`config.mk`:
```
export PLATFORM = sky130hd
export DESIGN_NAME = freq_meter
export DESIGN_NICKNAME = d
export VERILOG_FILES = /design/src/rtl/fm_pkg.sv /design/src/rtl/fm_sync_edge.sv /design/src/rtl/fm_regs.sv /design/src/rtl/fm_core.sv /design/src/rtl/freq_meter.sv
export SDC_FILE = /design/constraint.sdc
export NUM_CORES = 1
export LEC_CHECK = 0
export BUFFER_PORTS_ARGS = -buffer_cell sky130_fd_sc_hd__buf_4
export CORE_MARGIN = 8
export CORE_UTILIZATION = 50
export DETAILED_ROUTE_END_ITERATION = 7
export HOLD_SLACK_MARGIN = 0.03
export MAX_ROUTING_LAYER = met4
export PLACE_DENSITY = 0.7
export SYNTH_ARGS = -nofsm -noshare
export SYNTH_HDL_FRONTEND = slang
export SYNTH_SLANG_ARGS = --single-unit
```
`constraint.sdc`:
```
create_clock -name clk -period 6.7 [get_ports clk]
set_input_delay 2.01 -clock clk [delete_from_list [all_inputs] [get_ports clk]]
set_output_delay 2.01 -clock clk [all_outputs]
set_load 0.01 [all_outputs]
```
`src/rtl/fm_pkg.sv`:
```
package fm_pkg;

    localparam int DATA_W   = 32;
    localparam int TARGET_W = 24;
    localparam int SEL_W    = 2;

    // Register byte addresses (fixed map)
    localparam logic [7:0] OFS_CTRL   = 8'h00;
    localparam logic [7:0] OFS_RESULT = 8'h0C;
    localparam logic [7:0] OFS_MON    = 8'h10;

    // Field positions
    localparam int CTRL_DET_BIT = 24;
    localparam int CTRL_SEL_LO  = 26;
    localparam int MON_FRK_BIT  = 8;
    localparam int MON_VLD_BIT  = 0;

    typedef struct packed {
        logic [SEL_W-1:0]    src;
        logic                det_en;
        logic [TARGET_W-1:0] target;
    } ctrl_t;

    typedef enum logic [1:0] {
        ST_IDLE  = 2'd0,
        ST_ARMED = 2'd1,
        ST_COUNT = 2'd2,
        ST_DONE  = 2'd3
    } meas_state_e;

    function automatic logic [DATA_W-1:0] ctrl_to_word(input ctrl_t c);
        logic [DATA_W-1:0] w;
        w = '0;
        w[TARGET_W-1:0] = c.target;
        w[CTRL_DET_BIT] = c.det_en;
        w[CTRL_SEL_LO +: SEL_W] = c.src;
        return w;
    endfunction

    function automatic ctrl_t word_to_ctrl(input logic [DATA_W-1:0] w);
        ctrl_t c;
        c.target = w[TARGET_W-1:0];
        c.det_en = w[CTRL_DET_BIT];
        c.src    = w[CTRL_SEL_LO +: SEL_W];
        return c;
    endfunction

endpackage

```
`src/rtl/fm_sync_edge.sv`:
```
module fm_sync_edge #(
    parameter int N_CH = 4
) (
    input  logic            clk,
    input  logic            rst,
    input  logic [N_CH-1:0] async_in,
    output logic [N_CH-1:0] rise
);
    for (genvar ch = 0; ch < N_CH; ch++) begin : g_ch
        logic meta_q, sync_q, prev_q;
        always_ff @(posedge clk) begin
            if (rst) begin
                meta_q <= 1'b0;
                sync_q <= 1'b0;
                prev_q <= 1'b0;
            end else begin
                meta_q <= async_in[ch];
                sync_q <= meta_q;
                prev_q <= sync_q;
            end
        end
        assign rise[ch] = sync_q & ~prev_q;
    end
endmodule

```
`src/rtl/fm_regs.sv`:
```
module fm_regs
    import fm_pkg::*;
#(
    parameter int ADDR_W = 5,
    parameter int REF_W  = 24
) (
    input  logic              clk,
    input  logic              rst,
    input  logic              bus_we,
    input  logic [ADDR_W-1:0] bus_addr,
    input  logic [DATA_W-1:0] bus_wdata,
    output logic [DATA_W-1:0] bus_rdata,
    input  logic              meas_valid,
    input  logic [REF_W-1:0]  meas_result,
    output ctrl_t             ctrl_q,
    output logic              frk_en_q
);
    localparam logic [ADDR_W-1:0] A_CTRL = ADDR_W'(OFS_CTRL);
    localparam logic [ADDR_W-1:0] A_RES  = ADDR_W'(OFS_RESULT);
    localparam logic [ADDR_W-1:0] A_MON  = ADDR_W'(OFS_MON);

    always_ff @(posedge clk) begin
        if (rst) begin
            ctrl_q   <= '0;
            frk_en_q <= 1'b0;
        end else if (bus_we) begin
            if (bus_addr == A_CTRL) ctrl_q   <= word_to_ctrl(bus_wdata);
            if (bus_addr == A_MON)  frk_en_q <= bus_wdata[MON_FRK_BIT];
        end
    end

    always_comb begin
        bus_rdata = '0;
        case (bus_addr)
            A_CTRL: bus_rdata = ctrl_to_word(ctrl_q);
            A_RES:  bus_rdata = DATA_W'(meas_result);
            A_MON: begin
                bus_rdata[MON_FRK_BIT] = frk_en_q;
                bus_rdata[MON_VLD_BIT] = meas_valid;
            end
            default: bus_rdata = '0;
        endcase
    end
endmodule

```
`src/rtl/fm_core.sv`:
```
module fm_core
    import fm_pkg::*;
#(
    parameter int REF_W = 24
) (
    input  logic                clk,
    input  logic                rst,
    input  logic                det_en,
    input  logic                frk_en,
    input  logic [TARGET_W-1:0] target,
    input  logic                src_rise,
    output logic                valid,
    output logic [REF_W-1:0]    result,
    output meas_state_e         state,
    output logic [REF_W-1:0]    ref_cnt
);
    localparam logic [REF_W-1:0] REF_MAX = '1;

    logic [TARGET_W-1:0] edge_cnt;
    logic [REF_W-1:0]    ref_nxt;
    logic [TARGET_W-1:0] edge_nxt;
    logic                win_end;

    assign ref_nxt  = ref_cnt + 1'b1;
    assign edge_nxt = edge_cnt + 1'b1;
    assign win_end  = (src_rise && edge_nxt == target) || (ref_nxt == REF_MAX);

    always_ff @(posedge clk) begin
        if (rst) begin
            state    <= ST_IDLE;
            ref_cnt  <= '0;
            edge_cnt <= '0;
            valid    <= 1'b0;
            result   <= '0;
        end else if (!det_en) begin
            state    <= ST_IDLE;
            ref_cnt  <= '0;
            edge_cnt <= '0;
            valid    <= 1'b0;
        end else if (frk_en) begin
            case (state)
                ST_IDLE: state <= ST_ARMED;
                ST_ARMED: begin
                    if (src_rise) begin
                        ref_cnt  <= '0;
                        edge_cnt <= '0;
                        if (target == '0) begin
                            result <= '0;
                            valid  <= 1'b1;
                            state  <= ST_DONE;
                        end else begin
                            state <= ST_COUNT;
                        end
                    end
                end
                ST_COUNT: begin
                    ref_cnt <= ref_nxt;
                    if (src_rise) edge_cnt <= edge_nxt;
                    if (win_end) begin
                        result <= ref_nxt;
                        valid  <= 1'b1;
                        state  <= ST_DONE;
                    end
                end
                default: state <= ST_DONE;
            endcase
        end
    end
endmodule

```
`src/rtl/freq_meter.sv`:
```
module freq_meter
    import fm_pkg::*;
#(
    parameter int ADDR_W = 5,
    parameter int N_SRC  = 4,
    parameter int REF_W  = 24
) (
    input  logic              clk,
    input  logic              rst,
    input  logic              bus_we,
    input  logic [ADDR_W-1:0] bus_addr,
    input  logic [31:0]       bus_wdata,
    output logic [31:0]       bus_rdata,
    input  logic [N_SRC-1:0]  mon_clk
);
    ctrl_t              ctrl_q;
    logic               frk_en_q;
    logic               meas_valid;
    logic [REF_W-1:0]   meas_result;
    logic [N_SRC-1:0]   src_rises;
    logic               sel_rise;
    meas_state_e        meas_state;
    logic [REF_W-1:0]   ref_cnt;

    fm_regs #(.ADDR_W(ADDR_W), .REF_W(REF_W)) u_regs (
        .clk(clk), .rst(rst),
        .bus_we(bus_we), .bus_addr(bus_addr),
        .bus_wdata(bus_wdata), .bus_rdata(bus_rdata),
        .meas_valid(meas_valid), .meas_result(meas_result),
        .ctrl_q(ctrl_q), .frk_en_q(frk_en_q)
    );

    fm_sync_edge #(.N_CH(N_SRC)) u_sync (
        .clk(clk), .rst(rst), .async_in(mon_clk), .rise(src_rises)
    );

    always_comb begin
        sel_rise = 1'b0;
        for (int i = 0; i < N_SRC; i++)
            if (ctrl_q.src == SEL_W'(i)) sel_rise = src_rises[i];
    end

    fm_core #(.REF_W(REF_W)) u_core (
        .clk(clk), .rst(rst),
        .det_en(ctrl_q.det_en), .frk_en(frk_en_q),
        .target(ctrl_q.target), .src_rise(sel_rise),
        .valid(meas_valid), .result(meas_result),
        .state(meas_state), .ref_cnt(ref_cnt)
    );
endmodule

```
# Word-level counts from Yosys, hierarchy flattened
# Index checks and enable logic that the tools add are counted.
[op_classes]
add_sub_neg = 2
mux = 24
n_reduce_logical = 15
bitwise_logic = 9
eq_ne = 13
[ops]
columns = ["operator", "n"]
rows = [
  ["case mux 24 bit (2 select lines)", 3],
  ["2-to-1 mux 24 bit", 5],
  ["adder 24 x 1 -> 24 bit, second input constant", 2],
  ["case mux 19 bit (2 select lines)", 1],
  ["equality test 24 bit", 1],
  ["equality test 24 bit, second input constant", 1],
  ["zero test 24 bit", 1],
  ["case mux 7 bit (2 select lines)", 1],
  ["2-to-1 mux 1 bit", 8],
  ["!= test 2 x 1 -> 1 bit, second input constant", 4],
  ["equality test 2 bit, second input constant", 3],
  ["case mux 1 bit (3 select lines)", 2],
  ["case mux 2 bit (3 select lines)", 1],
  ["AND reduction 3 bit", 2],
  ["AND reduction 6 bit", 1],
  ["equality test 5 x 4 -> 1 bit, second input constant", 1],
  ["equality test 5 bit, second input constant", 1],
  ["zero test 5 bit", 1],
  ["NOT 1 bit", 5],
  ["AND reduction 5 bit", 1],
  ["bitwise AND 1 bit", 4],
  ["equality test 2 x 1 -> 1 bit, second input constant", 2],
  ["zero test 2 bit", 2],
  ["2-to-1 mux 2 bit", 2],
  ["7 further kinds", 8],
]
[word_totals]
elab_cells = 84
regBits = 115
input_bits = 44
out_inout_bits = 32

# Depth between registers and ports, before layout
# Gate-level depths: netlist of run 1.
[logic_depth]
word_depth = 10
mapped_depth = 11
ltp_nobuf = 9

# Hierarchy
# From an unflattened synthesis of run 1, not the netlist that was laid out.
[hier_totals]
cells_unflattened = 815
hier_area_um2 = 6855.3
[modules_own_cells]
columns = ["mod", "seq_area_each_um2", "cells_each", "n_inst", "area_each_um2"]
rows = [
  ["fm_core", 1501.4, 619, 1, 4807.1],
  ["fm_regs", 560.5, 166, 1, 1634.1],
  ["fm_sync_edge", 240.2, 29, 1, 391.6],
  ["freq_meter", 0.0, 1, 1, 22.5],
]

# Worst setup path before layout of run 1
# OpenSTA, ideal clock, no wires.
[synth_timing]
path_type = "in2out"
from = "input port bus_addr[3]"
to = "output port bus_rdata[13]"
arrival_time_ps = 3449
path_stages = 4
n_path_buf = 1
t_required_ps = 4690
setup_slack_ps = 1241
cell_sequence = "or4_1 nor2_1 clkbuf_1 a22o_1"
[synth_via]
elab_chain_cells = 2
elab_cells_between_ends = 3
classes_between = "eq/ne: 1; mux: 1; reduce/logical: 1"
[synth_rtl]
columns = ["element", "line_no", "rtl"]
rows = [
  ["from (decl)", "freq_meter.sv:11", "input logic [ADDR_W-1:0] bus_addr,"],
  ["equality test 5 x 4 -> 1 bit / zero test 5 bit (equally long branches)", "fm_regs.sv:34", "case (bus_addr)"],
  ["case mux 19 bit (2 select lines) (*)", "fm_regs.sv:34", ""],
  ["to (decl)", "freq_meter.sv:13", "output logic [31:0] bus_rdata,"],
]
# Mark *: on every way between the ends. The rest lies on a longest branch, timed or not.

# Final worst setup path of run 1
[layout_timing]
from = "input port bus_addr[3]"
to = "output port bus_rdata[14]"
# Same word-level chain as after synthesis.

==> flow_summary.toml, run 1 <==
[sta]
drv_slew = 0
finalSetupViolations = 0
slew_headroom = 0.2432
fin_setup_tns_ns = 0
whs_ns = 0.4358
final-hold-violation-count = 0
fin_crit_ns = 5.887
tightest_slew_ns = 1.135
timing.final.crit_share = 0.8787
fin_skew_ns = 0.01076
max_freq_mhz = 169.9
rsz0062_at_grt = "false"

[synth]
ys_ff_latch = 115
yosysSeqAreaShare = 0.3487
syn_inst = 854
synth_ff_type = "dfxtp_1"
synth_edf_count = 0
netlist.top_cell.by_area = "dfxtp_1"
synth.cell_area_sq_um = 6601
synth_area_leaders = "dfxtp_1 35%, nand2_1 6.5%, a21oi_1 6.1%"
yosysUniqueCellTypes = 64
synthArstFlopShare = 0
avgSynthCellArea_sq_um = 7.730
yosys_warnings = 0
synth.cells.most_frequent = "115 x dfxtp_1, 115 x nand2_1, 80 x a21oi_1, 75 x nor2_1, 61 x clkbuf_1"
synth.top_cell.area_share = 0.3487

[clock_tree]
clock_latency_ns = 0.42
clkSlewWorstSetupHoldPaths_ns = 0.06
clock_tree.root_cell = "clkbuf_16"
cts_buffer_depth = 2
cts_resized = 0
post-cts-setup-buffer-count = 0
cts_inserted_buffers = 17
htreeDepth = 4
cts_tree = "built"
cts-hold-fix-buffers = 0
clkSinkCount = 115

[critical_path]
crit_type = "in -> out"
critPathMaxFanout = 15
critPathLaunchType = "primary input"
endpoint_kind = "output port"
cp_data_required_time_ns = 4.69
crit_arrival_ns = 3.88

[cells_and_area]
fin_cells = 1064
fin_util = 0.5859
layout.nets = 926
area_growth_syn_to_layout_pct = 16.13
drive_above_1_share = 0.1453
diodes = 0

[floorplanning]
die_y_microns = 130.9
coreArea_sq_um = 13090
fp.dieW_microns = 130.9
rows = 42
start_util = 0.5045
ios = 76
die_area_sq_um = 17130

[place]
place_congestion = 0.9359
dp_hpwl_mm = 13.97
placed_cells = 1032
numPortBuffers = 65

[flow_run]
drv_cap = 0

[power]
total_power_w = 0.001650
power_leakage_nw = 2.645
power_density_nw_per_um2 = 215.2
irDropWorstVdd_mv = 0.1840

[detailed_routing]
num_vias = 6464
routed_via_density = 6.075
wl_per_cell_microns = 18.60
routed_wl_mm = 19.79
dr.first_iter.drc_count = 608
drc = 0
firstDrtPassIters = 8
ant_nets = 0

[global_route]
antenna_found_initial = 0
grt_pass1_wl_mm = 31.88
overflow = 0
grt_max_degree = 64
grt_use_total = 0.2460
grt_pass1_vias = 6091

[min_path]
hp-class = "reg -> reg"

[status]
status = "finished clean"
==> cells in the final DEF (no fill, tap or decap), types with 7 or more instances in the layout <==
master | netlist | final
and4_1 | 7 | 7
inv_1 | 11 | 11
buf_4 | 7 | 73
dfxtp_1 | 115 | 115
a22o_1 | 22 | 22
nor4_1 | 20 | 19
o21ai_0 | 29 | 29
clkbuf_16 | 0 | 17
o41ai_2 | 9 | 9
nand3_1 | 25 | 25
a21oi_1 | 80 | 80
nand2_1 | 115 | 115
and3_1 | 13 | 13
nor3_1 | 27 | 27
nor2_1 | 75 | 74
ha_1 | 7 | 7
xor2_1 | 17 | 17
o31ai_1 | 16 | 16
and2_1 | 12 | 12
nand4_1 | 39 | 39
xnor2_1 | 29 | 29
nor2b_1 | 17 | 17
==> stage by stage <==
| stage | worst slack, ns | area (sq um) |
|---|---|---|
| after floorplan | 1.241 | 6616 |
| after global placement | 0.8854 | 7072 |
| after detailed placement | 0.8403 | 7072 |
| after CTS | 0.8389 | 7666 |
| after global routing | 0.7485 | 7666 |
| final | 0.8126 | 7666 |
==> area by class of cell <==
cell class | instances | area [sq um]
clock buffers | 17 | 425.4
multi-input cells | 655 | 3953
inverters | 13 | 48.80
repair buffers | 73 | 548.0
well taps | 176 | 220.2
fillers | 1217 | 5419
flip-flops and latches | 115 | 2302
clock inverters | 15 | 168.9
==> power by group <==
group          switching (W)  internal, W
sequential        0.00000280     0.000688
combinational      0.0000233    0.0000211
clock               0.000358     0.000556
==> worst paths after layout <==
kind                         startpoint               endpoint  slack (ns)  cells past startpoint
setup / recovery            bus_addr[3]          bus_rdata[14]        0.81                      6
hold / removal    u_sync.g_ch[0].meta_q  u_sync.g_ch[0].sync_q        0.44                      1
setup reg to reg     u_core.edge_cnt[4]      u_core.result[19]        2.27                      8
hold reg to reg   u_sync.g_ch[0].meta_q  u_sync.g_ch[0].sync_q        0.44                      1
==> state kept, by name, indices dropped and copies added, names as in the netlist <==
signal              cells
u_regs.ctrl_q          27
u_core.edge_cnt        24
u_core.ref_cnt         24
u_core.result          24
u_sync.g_ch.meta_q      4
u_sync.g_ch.prev_q      4
u_sync.g_ch.sync_q      4
u_core.state            2
u_core.valid            1
u_regs.frk_en_q         1
==> critical path, cell delays in order <==
cell and delay (ns):
buf_4 0.11, or4_1 0.67, nor2_2 0.46, buf_4 0.32, a22o_1 0.19, buf_4 0.12
==> routing by layer <==
layer | global-route usage | vias to the layer above | wire length [microns]
met5 | - | - | 0
met4 | 0.1060 | 0 | 434
met3 | 0.04018 | 33 | 1028
met2 | 0.4016 | 224 | 9715
met1 | 0.2950 | 3076 | 8612
li1 | - | 3131 | -
==> cells by family after synthesis <==
| group | after synthesis | share of synthesized area |
|---|---|---|
| simple gates | 380 | 0.2885 |
| compound gates | 210 | 0.2189 |
| flops | 115 | 0.3487 |
| buf+inv | 88 | 0.05610 |
| xor+xnor | 46 | 0.06103 |
| fa+ha+maj | 7 | 0.01327 |
| mux | 7 | 0.01289 |
| other cells | 1 | 0.0005681 |
No activity file was read; power rests on OpenSTA's default activity.
==> inputs of run 2 (changes only) <==
--- a/config.mk
+++ b/config.mk
@@ -6,12 +6,14 @@
 export NUM_CORES = 1
 export LEC_CHECK = 0
 export BUFFER_PORTS_ARGS = -buffer_cell sky130_fd_sc_hd__buf_4
+export CELL_PAD_IN_SITES_DETAIL_PLACEMENT = 0
+export CELL_PAD_IN_SITES_GLOBAL_PLACEMENT = 1
 export CORE_MARGIN = 8
-export CORE_UTILIZATION = 50
+export CORE_UTILIZATION = 47
 export DETAILED_ROUTE_END_ITERATION = 7
 export HOLD_SLACK_MARGIN = 0.03
 export MAX_ROUTING_LAYER = met4
-export PLACE_DENSITY = 0.7
+export PLACE_DENSITY_LB_ADDON = 0.1
 export SYNTH_ARGS = -nofsm -noshare
 export SYNTH_HDL_FRONTEND = slang
 export SYNTH_SLANG_ARGS = --single-unit
==> flow_summary.toml, run 2 (same netlist as run 1, synthesis figures left out) <==
[clock_tree]
cts_inserted_buffers = 17
post-cts-setup-buffer-count = 0
htreeDepth = 4
clkSlewWorstSetupHoldPaths_ns = 0.06
clock_tree.root_cell = "clkbuf_16"
cts-hold-fix-buffers = 0
clkSinkCount = 115
cts_resized = 0
clock_latency_ns = 0.43
cts_tree = "built"
cts_buffer_depth = 2

[cells_and_area]
fill_cells = 1326
drive_above_1_share = 0.1412
fin_area_sq_um = 7649
fin_util = 0.5532
diodes = 0
largest_reg_flops = 27
seqCellArea_sq_um = 2302
area_growth_syn_to_layout_pct = 15.86
layout.nets = 923
multi_input_area_sq_um = 3950
final_cell_mix = "115 x nand2_1, 115 x dfxtp_1, 80 x a21oi_1, 75 x nor2_1, 70 x buf_4"
top_register = "u_regs.ctrl_q"

[detailed_routing]
routed_wl_mm = 20.43
dr.first_iter.drc_count = 433
num_vias = 6480
routed_via_density = 6.085
drc = 0
wl_per_cell_microns = 19.18
firstDrtPassIters = 5
ant_nets = 0

[place]
dp_hpwl_mm = 14.35
post-place-ws_ns = 1.180
numPortBuffers = 65
place_area_sq_um = 7052
place_congestion = 0.9222

[critical_path]
crit_type = "in -> out"
worst-r2r-setup-slack_ns = 2.27
crit_arrival_ns = 3.55
r2r_start = "u_core.edge_cnt[0]"
critPathLaunchType = "primary input"
crit_start = "bus_addr[3]"
critPathMaxFanout = 26
cp_data_required_time_ns = 4.69
cpPeakStageDelay_ns = 0.59
reg2regPathDepth = 9
r2r-end = "u_core.result[19]"
crit_path_cell_trace = "buf_4 > or4_1 > nor2_1 > buf_4 > a22o_1 > buf_4"
endpoint_kind = "output port"
crit_slowest_cell = "or4_1"
critPathMostFrequentCell = "buf_4"

[sta]
tightest_slew_ns = 1.127
setup_ws_ns = 1.138
fin_skew_ns = 0.01145
fin_setup_tns_ns = 0
final-hold-violation-count = 0
drv_slew = 0
finalSetupViolations = 0
rsz0062_at_grt = "false"
max_freq_mhz = 179.8
timing.final.crit_share = 0.8302
slew_headroom = 0.2488
fin_crit_ns = 5.562

[floorplanning]
coreArea_sq_um = 13830
ios = 76
rows = 43
die_area_sq_um = 18090
die_y_microns = 134.5
start_util = 0.4774
fp.dieW_microns = 134.5

[global_route]
overflow = 0
grt_max_degree = 64
grt_use_total = 0.2320
grt_pass1_wl_mm = 32.38
grt_pass1_vias = 6055
antenna_found_initial = 0

[min_path]
whs_endpoint = "u_sync.g_ch[3].sync_q"
hp-class = "reg -> reg"
hold_depth = 1
min_from = "u_sync.g_ch[3].meta_q"

[power]
irDropWorstVdd_mv = 0.1808
total_power_w = 0.001653
power_leakage_nw = 2.633
power_density_nw_per_um2 = 216.1

[flow_run]
drv_cap = 0

[status]
status = "finished clean"
==> run 2: changes by cell type in the layout (fill, tap and decap cells not counted) <==
cell	previous run	this run
nor2_2	1	0
inv_8	1	2
nor2_1	74	75
clkinv_4	2	1
buf_4	73	70
==> run 2: per-stage QoR <==
| step | std cells | hold slack (ns) |
|---|---|---|
| after global placement | 1033 | 0.4177 |
| after detailed placement | 1033 | 0.4220 |
| after CTS | 1065 | 0.4370 |
| after global routing | 1065 | 0.4505 |
| after floorplan | 858 | 0.4138 |
| final | 1065 | 0.4345 |
==> run 2: power breakdown <==
| group | internal, W | switching (W) | total (W) | leakage (nW) |
|---|---|---|---|---|
| sequential | 0.000688 | 0.00000295 | 0.000691 | 0.928 |
| combinational | 0.0000207 | 0.0000225 | 0.0000433 | 1.42 |
| clock | 0.000558 | 0.000361 | 0.000919 | 0.286 |
| total | 0.00127 | 0.000386 | 0.00165 | 2.63 |
==> run 2: how the worst max path moves through the flow <==
stage,endpoint,slack (ns),cells past startpoint
global route,bus_rdata[9],1.06,6
floorplan,bus_rdata[13],1.24,4
detailed placement,bus_rdata[9],1.18,6
finish,bus_rdata[10],1.14,6
CTS,bus_rdata[9],1.17,6
global placement,bus_rdata[9],1.18,6
==> run 2: worst max-delay path: cells and delay by family <==
family,cells,cell delay (ns)
simple gates,2,0.74
buf+inv,3,0.55
compound gates,1,0.24
==> run 2: metal layers <==
layer	wire length (microns)	GRT usage
met3	944	0.04718
met2	10170	0.3740
met5	0	-
met4	483	0.08796
met1	8829	0.2810
==> run 2: cell type report <==
cell class / instances / share of cell area
well taps: 180 / 0.02945
clock buffers: 17 / 0.05562
inverters: 13 / 0.006380
repair buffers: 70 / 0.06871
clock inverters: 15 / 0.02241
multi-input cells: 655 / 0.5164
flip-flops and latches: 115 / 0.3010
